### config.mk
export PLATFORM = sky130hd
export DESIGN_NAME = resilientStageCtl
export DESIGN_NICKNAME = d
export VERILOG_FILES = /design/src/rtl/stagePkg.sv /design/src/rtl/stageTiming.sv /design/src/rtl/stageSequencer.sv /design/src/rtl/resilientStageCtl.sv
export SDC_FILE = /design/constraint.sdc
export NUM_CORES = 1
export LEC_CHECK = 0
export ABC_CLOCK_PERIOD_IN_PS = 1600
export BUFFER_PORTS_ARGS = -buffer_cell sky130_fd_sc_hd__buf_2
export CAP_MARGIN = 20
export CORE_ASPECT_RATIO = 0.75
export CORE_UTILIZATION = 50
export DETAILED_ROUTE_END_ITERATION = 12
export HOLD_SLACK_MARGIN = 0.12
export PLACE_DENSITY = 0.73
export SYNTH_ARGS = -nofsm -noshare
export SYNTH_HDL_FRONTEND = slang
export SYNTH_SLANG_ARGS = --single-unit
### constraint.sdc
create_clock -name clk -period 1.6 [get_ports clk]
set_input_delay 0.08 -clock clk [delete_from_list [all_inputs] [get_ports clk]]
set_output_delay 0.08 -clock clk [all_outputs]
set_load 0.005 [all_outputs]
### src/rtl/stagePkg.sv
package stagePkg;

  typedef struct packed {
    logic cntClear;
    logic cntStep;
  } tmrCmd_t;

  typedef struct packed {
    logic hitNom;
    logic hitWin;
    logic cfgBad;
  } tmrStat_t;

  typedef enum logic [1:0] {
    L_IDLE, L_CHECK, L_RUN, L_DONE
  } leftSt_t;

  typedef enum logic [2:0] {
    R_IDLE, R_NOM, R_REQ, R_REL, R_CHK, R_FIN, R_DONE
  } rightSt_t;

  typedef enum logic [2:0] {
    B_IDLE, B_WIN, B_RES, B_PEN, B_HOLD
  } botSt_t;

  localparam logic [1:0] RAIL_OK   = 2'b01;
  localparam logic [1:0] RAIL_LATE = 2'b10;
  localparam logic [1:0] RAIL_BOTH = 2'b11;

endpackage

### src/rtl/stageTiming.sv
module stageTiming
  import stagePkg::*;
#(
  parameter int W = 6
) (
  input  logic         clk,
  input  logic         rstN,
  input  logic [W-1:0] cfgNominal,
  input  logic [W-1:0] cfgWindow,
  input  tmrCmd_t      cmd,
  output tmrStat_t     stat
);

  localparam logic [W-1:0] CNT_FIRST = W'(1);
  localparam logic [W-1:0] CNT_ZERO  = '0;

  logic [W-1:0] nomQ;
  logic [W-1:0] winQ;
  logic [W-1:0] cnt;
  logic         badQ;

  // configuration is captured every cycle while reset is held
  always_ff @(posedge clk) begin
    if (!rstN) begin
      nomQ <= cfgNominal;
      winQ <= cfgWindow;
      badQ <= (cfgWindow > cfgNominal) || (cfgNominal == CNT_ZERO) ||
              (cfgWindow == CNT_ZERO);
      cnt  <= CNT_ZERO;
    end else if (cmd.cntClear) begin
      cnt <= CNT_FIRST;
    end else if (cmd.cntStep) begin
      cnt <= cnt + CNT_FIRST;
    end
  end

  assign stat.hitNom = (cnt == nomQ);
  assign stat.hitWin = (cnt == winQ);
  assign stat.cfgBad = badQ;

endmodule

### src/rtl/stageSequencer.sv
module stageSequencer
  import stagePkg::*;
(
  input  logic       clk,
  input  logic       rstN,
  input  logic       inReq,
  input  logic       leAck,
  input  logic       outAck,
  input  logic       reChkReq,
  input  logic [1:0] errRails,
  input  tmrStat_t   stat,
  output tmrCmd_t    cmd,
  output logic       inAck,
  output logic       leReq,
  output logic       outReq,
  output logic       reChkAck,
  output logic       latchEn,
  output logic       sampleEn,
  output logic       railFault
);

  leftSt_t  lSt;
  rightSt_t rSt;
  botSt_t   bSt;

  logic goL, goR, goD, goDq;
  logic edo, edi;

  logic goDRise;
  logic rightClear, rightStep, botClear, botStep;

  assign goDRise    = goD && !goDq;
  assign rightClear = (rSt == R_IDLE) && goR;
  assign rightStep  = (rSt == R_NOM) && !stat.hitNom;
  assign botClear   = ((bSt == B_IDLE) && goDRise) ||
                      ((bSt == B_RES) && (errRails == RAIL_LATE));
  assign botStep    = ((bSt == B_WIN) || (bSt == B_PEN)) && !stat.hitWin;

  // the right and bottom parts never count at the same time
  assign cmd.cntClear = rightClear || botClear;
  assign cmd.cntStep  = rightStep || botStep;

  // left part: upstream request and upstream error check
  always_ff @(posedge clk) begin
    if (!rstN) begin
      lSt   <= L_IDLE;
      leReq <= 1'b0;
      inAck <= 1'b0;
      goR   <= 1'b0;
    end else begin
      case (lSt)
        L_IDLE:
          if (inReq && !goL && !stat.cfgBad) begin
            leReq <= 1'b1;
            lSt   <= L_CHECK;
          end
        L_CHECK:
          if (leAck) begin
            goR <= 1'b1;
            lSt <= L_RUN;
          end
        L_RUN:
          if (goL) begin
            inAck <= 1'b1;
            leReq <= 1'b0;
            goR   <= 1'b0;
            lSt   <= L_DONE;
          end
        L_DONE:
          if (!inReq && !leAck) begin
            inAck <= 1'b0;
            lSt   <= L_IDLE;
          end
        default: lSt <= L_IDLE;
      endcase
    end
  end

  // right part: speculative downstream request and downstream error check
  always_ff @(posedge clk) begin
    if (!rstN) begin
      rSt      <= R_IDLE;
      outReq   <= 1'b0;
      reChkAck <= 1'b0;
      goD      <= 1'b0;
      edi      <= 1'b0;
    end else begin
      case (rSt)
        R_IDLE:
          if (goR) rSt <= R_NOM;
        R_NOM:
          if (stat.hitNom) begin
            outReq <= 1'b1;
            goD    <= 1'b1;
            rSt    <= R_REQ;
          end
        R_REQ:
          if (outAck) begin
            outReq <= 1'b0;
            rSt    <= R_REL;
          end
        R_REL:
          if (!outAck) rSt <= R_CHK;
        R_CHK:
          if (reChkReq && edo) begin
            reChkAck <= 1'b1;
            rSt      <= R_FIN;
          end
        R_FIN:
          if (!reChkReq) begin
            reChkAck <= 1'b0;
            edi      <= 1'b1;
            rSt      <= R_DONE;
          end
        R_DONE:
          if (!edo) begin
            edi <= 1'b0;
            goD <= 1'b0;
            rSt <= R_IDLE;
          end
        default: rSt <= R_IDLE;
      endcase
    end
  end

  // bottom part: latch enable, sample window, error resolution and penalty
  always_ff @(posedge clk) begin
    if (!rstN) begin
      bSt       <= B_IDLE;
      goDq      <= 1'b0;
      latchEn   <= 1'b0;
      sampleEn  <= 1'b0;
      goL       <= 1'b0;
      edo       <= 1'b0;
      railFault <= 1'b0;
    end else begin
      goDq <= goD;
      case (bSt)
        B_IDLE:
          if (goDRise) begin
            latchEn  <= 1'b1;
            sampleEn <= 1'b1;
            bSt      <= B_WIN;
          end
        B_WIN:
          if (stat.hitWin) begin
            latchEn  <= 1'b0;
            sampleEn <= 1'b0;
            bSt      <= B_RES;
          end
        B_RES:
          if (errRails == RAIL_BOTH) begin
            railFault <= 1'b1;
          end else if (errRails == RAIL_OK) begin
            edo <= 1'b1;
            goL <= 1'b1;
            bSt <= B_HOLD;
          end else if (errRails == RAIL_LATE) begin
            bSt <= B_PEN;
          end
        B_PEN:
          if (stat.hitWin) begin
            edo <= 1'b1;
            goL <= 1'b1;
            bSt <= B_HOLD;
          end
        B_HOLD:
          if (edi) begin
            edo <= 1'b0;
            goL <= 1'b0;
            bSt <= B_IDLE;
          end
        default: bSt <= B_IDLE;
      endcase
    end
  end

endmodule

### src/rtl/resilientStageCtl.sv
module resilientStageCtl
  import stagePkg::*;
#(
  parameter int W = 6
) (
  input  logic         clk,
  input  logic         rstN,
  input  logic [W-1:0] cfgNominal,
  input  logic [W-1:0] cfgWindow,
  input  logic         inReq,
  output logic         inAck,
  output logic         leReq,
  input  logic         leAck,
  output logic         outReq,
  input  logic         outAck,
  input  logic         reChkReq,
  output logic         reChkAck,
  input  logic [1:0]   errRails,
  output logic         latchEn,
  output logic         sampleEn,
  output logic         paramErr,
  output logic         railFault
);

  tmrCmd_t  tmrCmd;
  tmrStat_t tmrStat;

  stageTiming #(.W(W)) uTiming (
    .clk        (clk),
    .rstN       (rstN),
    .cfgNominal (cfgNominal),
    .cfgWindow  (cfgWindow),
    .cmd        (tmrCmd),
    .stat       (tmrStat)
  );

  stageSequencer uSeq (
    .clk       (clk),
    .rstN      (rstN),
    .inReq     (inReq),
    .leAck     (leAck),
    .outAck    (outAck),
    .reChkReq  (reChkReq),
    .errRails  (errRails),
    .stat      (tmrStat),
    .cmd       (tmrCmd),
    .inAck     (inAck),
    .leReq     (leReq),
    .outReq    (outReq),
    .reChkAck  (reChkAck),
    .latchEn   (latchEn),
    .sampleEn  (sampleEn),
    .railFault (railFault)
  );

  assign paramErr = tmrStat.cfgBad;

endmodule

==> qor.csv <==
stage;metric;value;unit
setup_path;r2r.worst_path.cells;5;
drt;post_drt_wl_per_cell;15.5;µm
setup_path;r2r_setup_slack;20;ps
layout;num_antenna_cells;0;
drt;drt_iter0_markers;96;
floorplan;die_h;60.1;µm
synth;synthCells;233;
synth;synth_top_area_cell;dfxtp_1;
setup_path;arrival;1810;ps
setup_path;worst_setup_path_end_kind;register;
run;cap_violations;0;
floorplan;start_util;53.9;%
clock_tree;cts_tree;yes;
pwr;ir_worst_vdd;526;µV
global_route;global_route.overflow_total;0;
setup_path;crit_fanout;6;
floorplan;die-area;0.00478;mm²
synth;synth_area_per_cell;9.67;µm²
layout;layout-drive-gt1-share;29.0;%
sta;min_period;1580;ps
sta;setup_violations;0;
synth;synth_top_area_share;22.2;%
clock_tree;clk_latency;300;ps
floorplan;num_io_pins;28;
synth;yosys_register_bits;38;
synth;synthMostInstantiatedCell;dfxtp_1;
synth;synthTopCellsByArea;dfxtp_1 (22%), edfxtp_1 (17%), ha_1 (8.3%), xnor2_1 (3.9%), a21oi_1 (3.6%);
synth;synth-edff-count;13;
layout;syn_to_final_growth;26.2;%
sta;hold_viol;0;
global_route;grt_max_degree;13;
global_route;grt_pass1_wl;8340;µm
run_status;outcome;finished, final reports clean;
drt;route.detailed.drc;0;
placed_design;dp_hpwl;3640;µm
setup_path;critical_path_required;1830;ps
floorplan;num_rows;20;
setup_path;crit_type;register to register;
synth;synthesis.nets;268;
pwr;p_leak;1.14;nW
placed_design;placed_cell_area;0.00253;mm²
min_path;hp-start;cfgWindow[0];
floorplan;core_area;0.00418;mm²
floorplan;die_w;79.5;µm
synth;synth_ff_type;dfxtp_1;
sta;fin_skew;4.21;ps
sta;tightest_slew;410;ps
clock_tree;clock-sinks;38;
min_path;min_path_type;input pin to register;
clock_tree;root_buffer;clkbuf_8;
setup_path;cp-start-kind;register;
drt;vias_per_cell;5.57;
global_route;grt_pass1_vias;1773;
sta;min_period_over_period;98.8;%
layout;final_cell_area;0.00284;mm²
setup_path;rr_endpoint;uTiming.cnt[4]$_SDFFE_PP0P_;
clock_tree;clk_pin_slew;80;ps
clock_tree;numCtsBuffers;5;
sta;rsz0062_at_grt;yes;
synth;synth_cell_types;58;
synth;yosys-top-cells-count;dfxtp_1 (25), inv_1 (20), nand2_1 (18), nor2_1 (18), a21oi_1 (16);
sta;drv_slew;0;
clock_tree;cts_buffer_depth;2;
drt;vias;1900;
setup_path;crit_start;uTiming.winQ[3]$_DFFE_PN_;
sta;relSlewSlack;72.3;%
drt;drt_first_pass_iters;6;
drt;wirelength;5290;µm
synth;ys_seq_area_share;39.5;%
synth;synth_warnings;0;
min_path;hold_depth;1;
min_path;whs_endpoint;uTiming.winQ[0]$_DFFE_PN_;
setup_path;rr_startpoint;uTiming.winQ[3]$_DFFE_PN_;
layout;final_nets;320;
sta;maxClockFrequency;0.633;GHz
layout;final_util;68.1;%
placed_design;portBuffers;27;
pwr;power_density;1040;mW/mm²
synth;netlist_area;0.00225;mm²
clock_tree;htree_num_levels;2;
placed_design;place.gp.congestion;0.779;
global_route;track_usage;23.7;%
synth;ys_async_sr_fraction;0;%
drt;drtAntennaViolNets;0;
global_route;antenna_found_initial;0;
==> per-stage QoR <==
stage	cells	total power, W	setup WS, ps	setup TNS, ps	hold slack (ps)
2_1_floorplan	233	0.00191	124	0	179
3_3_place_gp	324	0.00215	68.3	0	274
3_5_place_dp	324	0.00217	40.5	0	277
4_1_cts	344	0.00284	5.63	0	120
5_1_grt	341	0.00310	-51.3	-103	144
6_report	341	0.00295	19.0	0	123
==> flip-flops by register name (all words and copies together), names as in the netlist <==
| name | cells |
|---|---|
| uSeq.inAck | 1 |
| uSeq.bSt | 3 |
| uSeq.rSt | 3 |
| uSeq.lSt | 2 |
| uSeq.leReq | 1 |
| uSeq.railFault | 1 |
| uSeq.latchEn | 1 |
| uSeq.reChkAck | 1 |
| uSeq.goD | 1 |
| uTiming.nomQ | 6 |
| uSeq.goR | 1 |
| uSeq.goL | 1 |
| uSeq.goDq | 1 |
| uTiming.badQ | 1 |
| uTiming.cnt | 6 |
| uSeq.outReq | 1 |
| uTiming.winQ | 6 |
| uSeq.edi | 1 |
==> critical path, stage by stage (launching register included) <==
cell and delay [ps]:
edfxtp_1 430, xnor2_2 230, nand4_4 160, o21a_4 260
o2111ai_2 210, mux2i_1 210
==> cells by family after synthesis <==
kind of cell,synth area share [%]
AO/OA/AOI/OAI,21.3
flip-flops,39.5
XOR/XNOR,5.33
multiplexers,2.72
AND/OR/NAND/NOR,16.0
adder cells (fa/ha/maj),8.33
buffers and inverters,6.77
==> area by class of cell <==
class                   instances  area [µm²]
inverters                      22        82.6
flip-flops and latches         38         898
fillers                       318        1340
well taps                      55        68.8
repair buffers                 55         408
multi-input cells             163        1300
clock inverters                 3        16.3
clock buffers                   5        68.8
==> cells in the final DEF, fill, tap and decap left out, drive strengths merged, types with 3 or more instances in the layout <==
cell / n
buf: 43
dfxtp: 25
inv: 22
nand2: 18
nor2: 18
a21oi: 16
ha: 15
o21ai: 14
edfxtp: 13
xnor2: 12
dlygate4sd3: 9
nand2b: 6
mux2i: 5
nand3: 5
clkbuf: 5
o21a: 5
nor3: 5
nand4: 4
a311oi: 3
dlymetal6s4s: 3
a211oi: 3
==> per-layer routing <==
metal | vias to the layer above | part of all wire (%) | track usage [%]
li1 | 942 | - | -
met1 | 889 | 48 | 32.8
met2 | 63 | 44 | 35.0
met3 | 6 | 5.9 | 6.87
met4 | 0 | 1.7 | 8.83
met5 | - | 0 | 0
==> report_power, final <==
group / switching (W) / total [W] / leakage (nW) / internal (W)
combinational: 0.000527 / 0.00105 / 0.771 / 0.000528
sequential: 0.000113 / 0.00122 / 0.333 / 0.00111
clock: 0.000369 / 0.000668 / 0.0416 / 0.000299
total: 0.00101 / 0.00295 / 1.14 / 0.00194
==> how the worst max path moves through the flow <==
| stage | end | slack, ps |
|---|---|---|
| finish | uTiming.cnt[4]$_SDFFE_PP0P_ | 20 |
| global placement | uTiming.badQ$_DFFE_PN_ | 70 |
| global route | uSeq.bSt[1]$_SDFFE_PN0P_ | -50 |
| detailed placement | uTiming.cnt[4]$_SDFFE_PP0P_ | 40 |
| floorplan | uSeq.lSt[1]$_SDFFE_PN0P_ | 120 |
| CTS | uTiming.cnt[4]$_SDFFE_PP0P_ | 6 |
==> what timing repair did <==
action                                  in CTS  in global routing
endpoints found under the setup margin       1                  9
hold buffers                                12                  0
buffers inserted                             0                  2
endpoints found under the hold margin       12                  0
gates resized for setup                      1                 20
pin swaps                                    1                  6
Power figures use the tool's default switching activity.
